===== src/rtl/kbd_disp_port.sv =====
module kbd_disp_port #(
  parameter int DW = 8
) (
  input  logic          clk,
  input  logic          rst,
  input  logic          bus_sel,
  input  logic          bus_we,
  input  logic [1:0]    bus_addr,
  input  logic [DW-1:0] bus_wdata,
  output logic [DW-1:0] bus_rdata,
  input  logic          kb_valid,
  input  logic [DW-1:0] kb_data,
  output logic [DW-1:0] dp_data,
  output logic          dp_valid,
  input  logic          dp_taken,
  output logic          irq
);
  localparam logic [1:0] OFS_RX = 2'd0;
  localparam logic [1:0] OFS_TX = 2'd1;
  localparam logic [1:0] OFS_ST = 2'd2;
  localparam logic [1:0] OFS_CT = 2'd3;
  localparam int KEN_B = 2;
  localparam int DEN_B = 3;

  logic [DW-1:0] rx_q, tx_q;
  logic sin_q, sout_q, ken_q, den_q, ovr_q;
  logic rd, rd_rx, rd_st, wr_tx, wr_ct, kirq, dirq, unused_wd;

  assign rd    = bus_sel & ~bus_we;
  assign rd_rx = rd && bus_addr == OFS_RX;
  assign rd_st = rd && bus_addr == OFS_ST;
  assign wr_tx = bus_sel && bus_we && bus_addr == OFS_TX;
  assign wr_ct = bus_sel && bus_we && bus_addr == OFS_CT;
  assign kirq  = sin_q & ken_q;
  assign dirq  = sout_q & den_q;
  assign irq   = kirq | dirq;
  assign dp_data  = tx_q;
  assign dp_valid = ~sout_q;
  assign unused_wd = ^{bus_wdata[DW-1:DEN_B+1], bus_wdata[KEN_B-1:0]};

  always_ff @(posedge clk) begin
    if (rst) begin
      rx_q <= '0; tx_q <= '0;
      sin_q <= 1'b0; sout_q <= 1'b1;
      ken_q <= 1'b0; den_q <= 1'b0; ovr_q <= 1'b0;
    end else begin
      if (kb_valid) begin
        rx_q  <= kb_data;
        sin_q <= 1'b1;
      end else if (rd_rx) begin
        sin_q <= 1'b0;
      end
      if (kb_valid && sin_q && !rd_rx) ovr_q <= 1'b1;
      else if (rd_st)                  ovr_q <= 1'b0;
      if (wr_tx) begin
        tx_q   <= bus_wdata;
        sout_q <= 1'b0;
      end else if (dp_taken) begin
        sout_q <= 1'b1;
      end
      if (wr_ct) begin
        ken_q <= bus_wdata[KEN_B];
        den_q <= bus_wdata[DEN_B];
      end
    end
  end

  always_comb begin
    bus_rdata = '0;
    if (rd) begin
      case (bus_addr)
        OFS_RX:  bus_rdata = rx_q;
        OFS_TX:  bus_rdata = tx_q;
        OFS_ST:  bus_rdata = DW'({ovr_q, dirq, kirq, sout_q, sin_q});
        default: bus_rdata = DW'({den_q, ken_q, 2'b00});
      endcase
    end
  end
endmodule



===== config.mk =====
export PLATFORM = sky130hd
export DESIGN_NAME = kbd_disp_port
export DESIGN_NICKNAME = d
export VERILOG_FILES = /design/src/rtl/kbd_disp_port.sv
export SDC_FILE = /design/constraint.sdc
export NUM_CORES = 1
export LEC_CHECK = 0
export BUFFER_PORTS_ARGS = -buffer_cell sky130_fd_sc_hd__clkbuf_2
export CELL_PAD_IN_SITES_DETAIL_PLACEMENT = 0
export CELL_PAD_IN_SITES_GLOBAL_PLACEMENT = 1
export CORE_MARGIN = 2
export CORE_UTILIZATION = 34
export CTS_BUF_LIST = sky130_fd_sc_hd__clkbuf_2 sky130_fd_sc_hd__clkbuf_4 sky130_fd_sc_hd__clkbuf_8
export CTS_CLUSTER_DIAMETER = 60
export DETAILED_ROUTE_END_ITERATION = 8
export MAX_ROUTING_LAYER = met4
export PLACE_DENSITY = 0.86
export SETUP_SLACK_MARGIN = 0.02
export SYNTH_ARGS = -nofsm -noshare
export SYNTH_HDL_FRONTEND = slang
export SYNTH_SLANG_ARGS = --single-unit
export TNS_END_PERCENT = 100

===== constraint.sdc =====
create_clock -name clk -period 1.3 [get_ports clk]
set_input_delay 0.13 -clock clk [delete_from_list [all_inputs] [get_ports clk]]
set_output_delay 0.13 -clock clk [all_outputs]
set_load 0.01 [all_outputs]

==> flow_summary_export.csv <==
group,metric,value,unit
outcome,violations,"setup timing",
worst_hold_path,holdPathEnd,"dp_data[0]",
timing,fin_ws,-0.0309,ns
critical_path,slowest_stage,"dfxtp_2",
routing,dr.pass1.iters,4,
yosys,ys_top_cells_by_area,"dfxtp_1 43%, mux2i_1 18%, nand2_1 6.5%, nor2_1 5.8%, a21oi_1 4.6%",
floorplan,coreArea,0.00273,mm²
critical_path,critPathKind,"flip-flop to output port",
timing,hold_violations,0,
timing,worst_pin_slew,0.446,ns
timing,final.min_clock_period,1.33,ns
routing,dr_total_vias,968,
cts,cts_buffers,3,
critical_path,rr_worst_depth,3,
global_route,grtUsageTotal,16.9,%
cts,clkTransAtPathRegs,0.11,ns
critical_path,worst_path_largest_cell_delay,0.34,ns
global_route,grt_max_degree,22,
global_route,antenna_found_initial,0,
floorplan,initial_core_util,35.7,%
worst_hold_path,holdPathStages,3,
timing,finalSetupTns,-0.0464,ns
critical_path,crit_arrival,1.20,ns
place,dp.cells,182,
routing,drc,0,
yosys,synth-main-ff-cell,"dfxtp_1",
timing,fin_worst_skew,0.000215,ns
global_route,grt-ovfl-total,0,
final_layout,layout-drive-gt1-share,44.3,%
place,dp_hpwl,1.92,mm
routing,drtIter0Drc,14,
yosys,ys_types,23,
outcome,status,"complete, but fails checks",
yosys,seq_area_frac_synth,43.1,%
timing,post-route-period-util,102,%
pwr,clkPwrFrac,27.1,%
final_layout,fin_nets,183,
pwr,comb_power_share,16.1,%
yosys,syn_area,975,µm²
critical_path,worstPathCellList,"nor2b_4, a311oi_2, a211oi_2, buf_2",
floorplan,fp.dieW,57.5,µm
timing,setup_viol_count_final,2,
cts,htreeDepth,1,
yosys,synth_edf_count,0,
pwr,p_total,1.22,mW
final_layout,syn2layout_area_growth,36.5,%
routing,ant_nets,0,
worst_hold_path,min_path_type,"input port to flip-flop",
critical_path,reg2reg_to,"ovr_q",
worst_hold_path,min_from,"bus_wdata[0]",
yosys,avgSynthCellArea,8.78,µm²
timing,slew-limit-headroom,70.3,%
routing,wl,2.53,mm
pwr,power_per_cell_area,915,mW/mm²
final_layout,stdcell_area,0.00133,mm²
place,place_area,0.00123,mm²
final_layout,antennaDiodeCount,0,
cts,cts_sinks,21,
critical_path,r2r-start,"sin_q",
critical_path,critPathRequiredTime,1.17,ns
pwr,p_sw,0.307,mW
global_route,grt_pass1_vias,913,
yosys,yosysTopAreaCellShare,43.1,%
global_route,grt_pass1_wl,4.19,mm
final_layout,fin_cells,189,
flow_run,maxCapViolCount,0,
final_layout,utilization,48.6,%
yosys,yosys.area.top_type,"dfxtp_1",
final_layout,multi_input_area,552,µm²
pwr,switching_share,25.2,%
timing,grt_setup_unrepaired,"true",
cts,clk_latency,0.29,ns
pwr,p_leak,0.639,nW
yosys,synth_most_common_cell,"dfxtp_1",
critical_path,r2r_slack,0.47,ns
critical_path,critical_path.max_fanout,2,
yosys,async_reset_ff_share,0,%
timing,fmax,751,MHz
floorplan,die_height,57.5,µm
pwr,sequentialPowerShare,56.8,%
floorplan,rows,19,
final_layout,regArea,433,µm²
final_layout,fill_cells,268,
critical_path,end_kind,"output port",
pwr,intPower,0.910,mW
pwr,peakVddDrop,0.625,mV
timing,drv_slew,0,
yosys,yosysWarnings,0,
cts,cts_tree,"built",
routing,wire_per_inst,13.4,µm
critical_path,cp-start-kind,"flip-flop",
yosys,synth_common_cells,"21 x dfxtp_1, 18 x mux2i_1, 17 x nand2_1",
yosys,syn_inst,111,
cts,clock_path_buffers,2,
yosys,syn-num-nets,135,
cts,clockRootBuffer,"clkbuf_4",
place,io_buffers,41,
floorplan,die_area,0.00331,mm²
floorplan,ios,42,
yosys,ys_seq_elements,21,
routing,drt-vias-per-instance,5.12,
place,place.gp.congestion,0.800,
[routing by layer]
metal  GRT usage [%]  share of wire [%]
met1            21.2                 44
met2            26.9                 50
met3            2.72                5.5
met4            6.98               0.75
met5               -                  0
[worst max-delay path by stage]
stage,to,slack (ns),start
6_report,bus_rdata[2],-0.03,rx_q[2]
2_1_floorplan,ovr_q,0.30,bus_addr[1]
5_1_grt,bus_rdata[3],-0.13,rx_q[3]
4_1_cts,bus_rdata[2],-0.08,rx_q[2]
3_5_place_dp,ovr_q,0.09,bus_addr[1]
3_3_place_gp,ovr_q,0.12,bus_addr[1]
[cells by family (layout without fill, tap and decap cells)]
family | Yosys count | after routing | share of synthesized area (%)
AO/OA/AOI/OAI | 19 | 19 | 13.0
buffers and inverters | 8 | 55 | 3.98
AND/OR/NAND/NOR | 45 | 45 | 21.4
multiplexers | 18 | 18 | 18.5
flip-flops | 21 | 21 | 43.1
[metrics by stage]
| step | setup WS, ns | hold WS [ns] |
|---|---|---|
| 2_1_floorplan | 0.297 | 0.207 |
| 3_3_place_gp | 0.117 | 0.352 |
| 3_5_place_dp | 0.0857 | 0.363 |
| 4_1_cts | -0.0775 | 0.0252 |
| 5_1_grt | -0.135 | 0.0264 |
| 6_report | -0.0309 | 0.0315 |
[worst max-delay path: cells and delay by family, from the launching register on]
family / cells / cell delay (ns)
flops: 1 / 0.34
compound gates: 2 / 0.30
buf+inv: 1 / 0.15
simple gates: 1 / 0.11
[flip-flops by register name (all words and copies together) (netlist names)]
signal	flops
dp_data	8
ken_q	1
sout_q	1
ovr_q	1
rx_q	8
sin_q	1
den_q	1
[timing repair]
| item | in CTS | in global routing |
|---|---|---|
| setup buffers | 3 | 0 |
| hold buffers | 0 | 0 |
| endpoints found under the setup margin | 5 | 5 |
| resized for setup | 7 | 14 |
| pin swaps | 4 | 3 |
[power by group through the flow]
stage                     clock network (mW)  registers [mW]  logic [mW]
after floorplan                            0           0.700       0.103
after global placement                     0           0.702       0.177
after detailed placement                   0           0.703       0.183
after CTS                              0.342           0.690       0.187
after global routing                   0.374           0.695       0.215
final                                  0.329           0.692       0.196
[placed cells by master, fill, tap and decap left out, types with 2 or more instances in the layout]
| master | count |
|---|---|
| dfxtp_1 | 11 |
| a21oi_1 | 9 |
| buf_4 | 9 |
| nor3_1 | 4 |
| buf_2 | 3 |
| nor2b_4 | 2 |
| clkbuf_4 | 4 |
| dfxtp_2 | 10 |
| mux2i_1 | 17 |
| nor2_1 | 15 |
| clkbuf_2 | 38 |
| nand2_1 | 17 |
| a2bb2oi_1 | 2 |
[final cells by class]
class	instances	share of cell area (%)
Timing Repair Buffer	50	20.5
Multi-Input combinational cell	82	41.5
Inverter	1	0.282
Tap cell	31	2.92
Clock buffer	4	2.26
Sequential cell	21	32.5
Note: power is estimated with default switching activity, not from simulation.
